### config.mk
export PLATFORM = sky130hd
export DESIGN_NAME = mtrap_ctrl
export DESIGN_NICKNAME = d
export VERILOG_FILES = /design/src/rtl/mtrap_pkg.sv /design/src/rtl/mtrap_tvec.sv /design/src/rtl/mtrap_tval_sel.sv /design/src/rtl/mtrap_status.sv /design/src/rtl/mtrap_ctrl.sv
export SDC_FILE = /design/constraint.sdc
export NUM_CORES = 1
export LEC_CHECK = 0
export ABC_AREA = 0
export CORE_AREA = 2 2 233 235
export DETAILED_ROUTE_END_ITERATION = 16
export DIE_AREA = 0 0 235 237
export DONT_BUFFER_PORTS = 1
export GPL_ROUTABILITY_DRIVEN = 0
export PLACE_DENSITY = 0.47
export SYNTH_ARGS = -nofsm -noshare
export SYNTH_HDL_FRONTEND = slang
export SYNTH_SLANG_ARGS = --single-unit
export TNS_END_PERCENT = 1
### constraint.sdc
create_clock -name clk -period 3.3 [get_ports clk]
set_input_delay 0.33 -clock clk [delete_from_list [all_inputs] [get_ports clk]]
set_output_delay 0.33 -clock clk [all_outputs]
set_load 0.01 [all_outputs]
### src/rtl/mtrap_pkg.sv
// Package mtrap_pkg
// Shared encodings for the trap controller: privilege levels, write
// targets and the trap-vector modes. Assumes a two-bit privilege field.
package mtrap_pkg;
    localparam logic [1:0] PRIV_U = 2'd0;
    localparam logic [1:0] PRIV_S = 2'd1;
    localparam logic [1:0] PRIV_M = 2'd3;

    localparam logic [1:0] SEL_TVEC   = 2'd0;
    localparam logic [1:0] SEL_EPC    = 2'd1;
    localparam logic [1:0] SEL_CAUSE  = 2'd2;
    localparam logic [1:0] SEL_STATUS = 2'd3;

    localparam logic [1:0] MODE_DIRECT = 2'd0;
    localparam logic [1:0] MODE_VECTOR = 2'd1;

    // Status field positions inside a status write word
    localparam int ST_IE_BIT  = 3;
    localparam int ST_PIE_BIT = 7;
    localparam int ST_PP_LO   = 11;
endpackage

### src/rtl/mtrap_tvec.sv
// Module mtrap_tvec
// Holds the trap-vector register, legalizes its mode on write and
// computes two targets: the trap entry target (interrupt flag clear)
// and the handler for the stored cause. Assumes XLEN >= 4.
module mtrap_tvec
    import mtrap_pkg::*;
#(
    parameter int XLEN = 64
) (
    input  logic            clk,
    input  logic            rst_n,
    input  logic            wr_en,
    input  logic [XLEN-1:0] wr_data,
    input  logic [XLEN-1:0] cause,
    output logic [XLEN-1:0] tvec,
    output logic [XLEN-1:0] entry_pc,
    output logic [XLEN-1:0] handler_pc
);
    logic [XLEN-1:0] tvec_q;
    logic [XLEN-1:0] base;
    logic [XLEN-1:0] offset;
    logic [1:0]      wmode;

    assign wmode = wr_data[1:0];

    // Register update: base always taken, mode only when legal
    always_ff @(posedge clk) begin
        if (!rst_n) begin
            tvec_q <= '0;
        end else if (wr_en) begin
            tvec_q[XLEN-1:2] <= wr_data[XLEN-1:2];
            if (wmode == MODE_DIRECT || wmode == MODE_VECTOR)
                tvec_q[1:0] <= wmode;
        end
    end

    // Target computation from base, mode and cause
    always_comb begin
        base       = {tvec_q[XLEN-1:2], 2'b00};
        offset     = {cause[XLEN-3:0], 2'b00};
        entry_pc   = base;
        handler_pc = base;
        if (tvec_q[1:0] == MODE_VECTOR && cause[XLEN-1])
            handler_pc = base + offset;
    end

    assign tvec = tvec_q;
endmodule

### src/rtl/mtrap_tval_sel.sv
// Module mtrap_tval_sel
// Chooses the trap value by cause class: environment calls give zero,
// all other exception codes pass the supplied value. Assumes CODE_W >= 4.
module mtrap_tval_sel #(
    parameter int XLEN   = 64,
    parameter int CODE_W = 6
) (
    input  logic [CODE_W-1:0] code,
    input  logic [XLEN-1:0]   info,
    output logic [XLEN-1:0]   tval
);
    localparam logic [CODE_W-1:0] ECALL_U = CODE_W'(8);
    localparam logic [CODE_W-1:0] ECALL_S = CODE_W'(9);
    localparam logic [CODE_W-1:0] ECALL_M = CODE_W'(11);

    logic is_ecall;

    // Cause class decode
    always_comb begin
        is_ecall = (code == ECALL_U) || (code == ECALL_S) || (code == ECALL_M);
        tval     = is_ecall ? '0 : info;
    end
endmodule

### src/rtl/mtrap_status.sv
// Module mtrap_status
// Owns the privilege level and the interrupt-enable stack fields.
// Trap pushes, return pops, software write loads; the caller guarantees
// at most one of take/ret/wr is high in a cycle.
module mtrap_status
    import mtrap_pkg::*;
#(
    parameter int XLEN = 64
) (
    input  logic            clk,
    input  logic            rst_n,
    input  logic            take,
    input  logic            ret,
    input  logic            wr_en,
    input  logic [XLEN-1:0] wr_data,
    output logic [1:0]      priv,
    output logic            ie,
    output logic            pie,
    output logic [1:0]      pp
);
    logic [1:0] wpp;

    assign wpp = wr_data[ST_PP_LO+1:ST_PP_LO];

    // Privilege and enable stack update
    always_ff @(posedge clk) begin
        if (!rst_n) begin
            priv <= PRIV_M;
            ie   <= 1'b0;
            pie  <= 1'b0;
            pp   <= PRIV_U;
        end else if (take) begin
            pie  <= ie;
            ie   <= 1'b0;
            pp   <= priv;
            priv <= PRIV_M;
        end else if (ret) begin
            ie   <= pie;
            pie  <= 1'b1;
            priv <= pp;
            pp   <= PRIV_U;
        end else if (wr_en) begin
            ie  <= wr_data[ST_IE_BIT];
            pie <= wr_data[ST_PIE_BIT];
            if (wpp != 2'd2)
                pp <= wpp;
        end
    end
endmodule

### src/rtl/mtrap_ctrl.sv
// Module mtrap_ctrl
// Top of the trap controller. Holds exception PC, cause and trap value,
// routes writes to the owned registers, and drives the fetch redirect.
// Trap has priority over return; either strobe blocks software writes.
module mtrap_ctrl
    import mtrap_pkg::*;
#(
    parameter int XLEN   = 64,
    parameter int CODE_W = 6
) (
    input  logic              clk,
    input  logic              rst_n,
    input  logic              trap_req,
    input  logic [CODE_W-1:0] trap_code,
    input  logic [XLEN-1:0]   trap_info,
    input  logic              ret_req,
    input  logic [XLEN-1:0]   cur_pc,
    input  logic              rvc_en,
    input  logic              wr_en,
    input  logic [1:0]        wr_sel,
    input  logic [XLEN-1:0]   wr_data,
    output logic              redirect_valid,
    output logic [XLEN-1:0]   redirect_pc,
    output logic [1:0]        priv_o,
    output logic              ie_o,
    output logic              pie_o,
    output logic [1:0]        pp_o,
    output logic [XLEN-1:0]   epc_o,
    output logic [XLEN-1:0]   cause_o,
    output logic [XLEN-1:0]   tval_o,
    output logic [XLEN-1:0]   tvec_o,
    output logic [XLEN-1:0]   handler_pc_o
);
    localparam int PAD_W = XLEN - CODE_W;

    logic            take, do_ret, sw_wr;
    logic            wr_tvec, wr_epc, wr_cause, wr_stat;
    logic [XLEN-1:0] epc_q, cause_q, tval_q;
    logic [XLEN-1:0] tval_new, entry_pc, epc_mask;

    // Strobe arbitration
    always_comb begin
        take     = trap_req;
        do_ret   = ret_req && !trap_req;
        sw_wr    = wr_en && !trap_req && !ret_req;
        wr_tvec  = sw_wr && (wr_sel == SEL_TVEC);
        wr_epc   = sw_wr && (wr_sel == SEL_EPC);
        wr_cause = sw_wr && (wr_sel == SEL_CAUSE);
        wr_stat  = sw_wr && (wr_sel == SEL_STATUS);
        epc_mask = {{(XLEN-2){1'b1}}, rvc_en, 1'b0};
    end

    mtrap_tvec #(.XLEN(XLEN)) tvec_i (
        .clk        (clk),
        .rst_n      (rst_n),
        .wr_en      (wr_tvec),
        .wr_data    (wr_data),
        .cause      (cause_q),
        .tvec       (tvec_o),
        .entry_pc   (entry_pc),
        .handler_pc (handler_pc_o)
    );

    mtrap_tval_sel #(.XLEN(XLEN), .CODE_W(CODE_W)) tval_i (
        .code (trap_code),
        .info (trap_info),
        .tval (tval_new)
    );

    mtrap_status #(.XLEN(XLEN)) status_i (
        .clk     (clk),
        .rst_n   (rst_n),
        .take    (take),
        .ret     (do_ret),
        .wr_en   (wr_stat),
        .wr_data (wr_data),
        .priv    (priv_o),
        .ie      (ie_o),
        .pie     (pie_o),
        .pp      (pp_o)
    );

    // Exception PC, cause and trap value registers
    always_ff @(posedge clk) begin
        if (!rst_n) begin
            epc_q   <= '0;
            cause_q <= '0;
            tval_q  <= '0;
        end else if (take) begin
            epc_q   <= cur_pc;
            cause_q <= {{PAD_W{1'b0}}, trap_code};
            tval_q  <= tval_new;
        end else begin
            if (wr_epc)
                epc_q <= wr_data & epc_mask;
            if (wr_cause)
                cause_q <= wr_data;
        end
    end

    // Fetch redirect selection
    always_comb begin
        redirect_valid = take || do_ret;
        redirect_pc    = '0;
        if (take)
            redirect_pc = entry_pc;
        else if (do_ret)
            redirect_pc = epc_q;
    end

    assign epc_o   = epc_q;
    assign cause_o = cause_q;
    assign tval_o  = tval_q;
endmodule

==> results_dict.tcl <==
set metrics [dict create \
    status "finished, violations left" \
    violations "setup timing" \
    max_freq_mhz 262 \
    drive_above_1_share_pct 17.1 \
    die_h_um 237 \
    hold_ws_ns 0.0267 \
    grt_antenna_before_repair 1 \
    vias 15800 \
    crit_type "reg2out" \
    peakVddDrop_mv 0.423 \
    drt_wl_total_um 67800 \
    hp-start "wr_data[19]" \
    cts_root_buf "clkbuf_16" \
    start_util_pct 27.9 \
    final_cells 3034 \
    clk_pin_slew_ns 0.07 \
    synthFlopType "dfxtp_1" \
    end_kind "output port" \
    route.detailed.drc 0 \
    ys_warn_count 0 \
    cts.sinks 262 \
    dpl.hpwl_um 47400 \
    totalNegativeSetupSlack_ns -11.09 \
    postLayoutCellArea_um2 21300 \
    reg2reg_depth 4 \
    gr-total-overflow 0 \
    seq_area_frac_synth_pct 35.3 \
    dr.pass1.iters 5 \
    holdCritPathClass "in2reg" \
    clock_skew_ns 0.00417 \
    synth_edf_count 0 \
    fin_nets 2580 \
    fin_ws_ns -0.512 \
    die_w_um 235 \
    p_leak_nw 9.28 \
    final_antenna_net_count 0 \
    grt_max_degree 137 \
    final_cell_mix "565 x nand2_1, 253 x dfxtp_1, 248 x dlygate4sd3_1" \
    synthesis.area_um2 14800 \
    final.period_utilization_pct 116 \
    postSynthAreaPerCell_um2 7.69 \
    r2r_slack_ns 1.78 \
    io_pins 597 \
    final_common_cell "nand2_1" \
    cts_buffers 30 \
    reg2reg_to "epc_o[2]$_SDFFE_PN0P_" \
    max_stage_delay_ns 0.35 \
    worst_setup_path_start_kind "flop" \
    cap_viol_max_count 0 \
    ys_seq_elements 262 \
    track_usage_pct 22.9 \
    slew_violations 0 \
    power_mw 8.13 \
    rsz0062_at_grt "true" \
    coreArea_um2 53300 \
    synth_top_area_share_pct 35.3 \
    cts_buffer_depth 3 \
    setup_viol_count_final 39 \
    grt_pass1_wl_um 99100 \
    synth_area_leader_cell "dfxtp_1" \
    h-tree-depth 1 \
    min_to "epc_o[19]$_SDFFE_PN0P_" \
    critPathMaxFanout 5 \
    cts_tree "done" \
    drt_iter0_drc 1135 \
    tightest_slew_ns 1.01 \
    crit_start "tvec_i.tvec[2]$_SDFFE_PN0P_" \
    dp_cells 2721 \
    r2r_start "epc_o[2]$_SDFFE_PN0P_" \
    min_path_cells 3 \
    p_per_area_nw_per_um2 382 \
    row_count 85 \
    synthToLayoutAreaGrowth_pct 43.3 \
    clk_latency_ns 0.57 \
    maxSlewHeadroom_pct 32.4 \
    path_cells "ha_4 > fa_2 > a21oi_2 > o211ai_1 > buf_4 > a211oi_4 > o31ai_2 > nor3b_4 > a31o_4 > a21o_4 > a21oi_2 > xor2_1 > o21ai_0 > buf_4" \
    synthArstFlopShare_pct 0 \
    io_buffers 0 \
    placed_cell_area_um2 17000 \
    min_period_ns 3.81 \
    synth.area.top_cells "dfxtp_1 35%, nand2_1 14%, ha_1 5.1%, o21ai_0 4.9%, a21oi_1 4.8%" \
    grt_pass1_vias 15500 \
    hold_viol 0 \
    wl_per_cell_um 22.3 \
    via_per_inst 5.21 \
    cp_data_required_time_ns 2.97 \
    worstPathBufferInverterCount 2 \
    synth_cells 1932 \
    cpLargestDelayFamily "compound AO/OA/AOI/OAI gates" \
    worst_path_max_delay_cell "fa_2" \
    dieArea_um2 55700 \
    ys_types 68 \
    critPathArrivalTime_ns 3.48 \
]
layout make-up:
class	count	area, µm²
Timing Repair Buffer	492	4370
Clock buffer	37	838
Multi-Input combinational cell	1504	9560
Sequential cell	262	5260
Antenna cell	2	5.00
Clock inverter	19	298
Tap cell	696	871
Inverter	22	85.1
Fill cell	5352	32000
power by group:
group | switching (mW) | internal (mW)
Sequential | 0.168 | 3.29
Combinational | 0.408 | 0.436
Clock | 1.47 | 2.36
Total | 2.05 | 6.08
worst max-delay path by stage:
stage	end	slack, ns	depth (start not counted)
floorplan	handler_pc_o[60]	0.07	12
global placement	handler_pc_o[58]	-0.29	13
detailed placement	handler_pc_o[62]	-0.28	13
CTS	handler_pc_o[60]	-0.51	14
global route	handler_pc_o[56]	-0.66	15
finish	handler_pc_o[58]	-0.51	14
flip-flops by register name, indices dropped and copies added, names as in the netlist:
signal	flops
status_i.pp	2
status_i.priv	2
tval_o	64
tvec_i.tvec	64
epc_o	64
status_i.pie	1
cause_o	64
status_i.ie	1
layer usage:
layer	wire length [µm]	global-route usage, %	share of wire, %
met1	28000	28.4	41
met2	32800	39.6	48
met3	5270	5.22	7.8
met4	1660	6.04	2.4
met5	0	0	0
synthesized netlist by cell type (2+ instances only):
cell type,n
and3_1,11
a31o_2,3
nor2b_1,15
xnor2_1,30
a221o_1,3
nor4_1,5
nand2b_1,6
a22o_1,65
a211oi_1,6
nand4_1,19
o22ai_1,2
o31ai_1,6
o211a_1,66
nand3_1,12
o21bai_1,16
buf_4,2
mux2i_1,66
o211ai_1,7
a21o_1,29
xor2_1,22
clkbuf_1,127
a21oi_2,2
inv_1,22
and2_1,5
a21oi_1,143
a31oi_1,9
nand2_1,570
or3_1,5
nor3_1,13
a21boi_0,65
dfxtp_1,262
a41oi_1,2
or2_2,2
and4_1,3
o21ai_1,12
a211oi_2,2
ha_1,61
o2111ai_1,2
o221ai_1,3
o21a_1,3
o21ai_0,144
buf_1,15
nor2_1,44
worst min-delay path, stage by stage:
cell	delay (ns)
mux2i_1	0.05
nand2_1	0.06
o211a_1	0.13
what timing repair did:
action,CTS,global route
pin swaps,26,27
resized for setup,46,68
hold buffers,247,2
endpoints found under the hold margin,262,2
setup endpoints to repair,50,47
setup buffers,4,3
gates cloned,0,0
metrics by stage:
stage	utilization, %	setup WS [ns]
2_1_floorplan	-	0.0698
3_3_place_gp	31.9	-0.294
3_5_place_dp	31.9	-0.284
4_1_cts	39.3	-0.509
5_1_grt	39.9	-0.663
6_report	39.9	-0.512
cells by family (layout without fill, tap and decap cells):
logic type | after synthesis | count (layout) | synth area share [%]
xor+xnor | 52 | 52 | 3.07
mux | 66 | 66 | 4.45
other cells | 1 | 4 | 0.0253
simple gates | 715 | 715 | 19.7
fa+ha+maj | 62 | 62 | 5.27
flops | 262 | 262 | 35.3
buf+inv | 167 | 570 | 4.28
compound gates | 607 | 607 | 27.8
(Power assumes the default switching activity.)
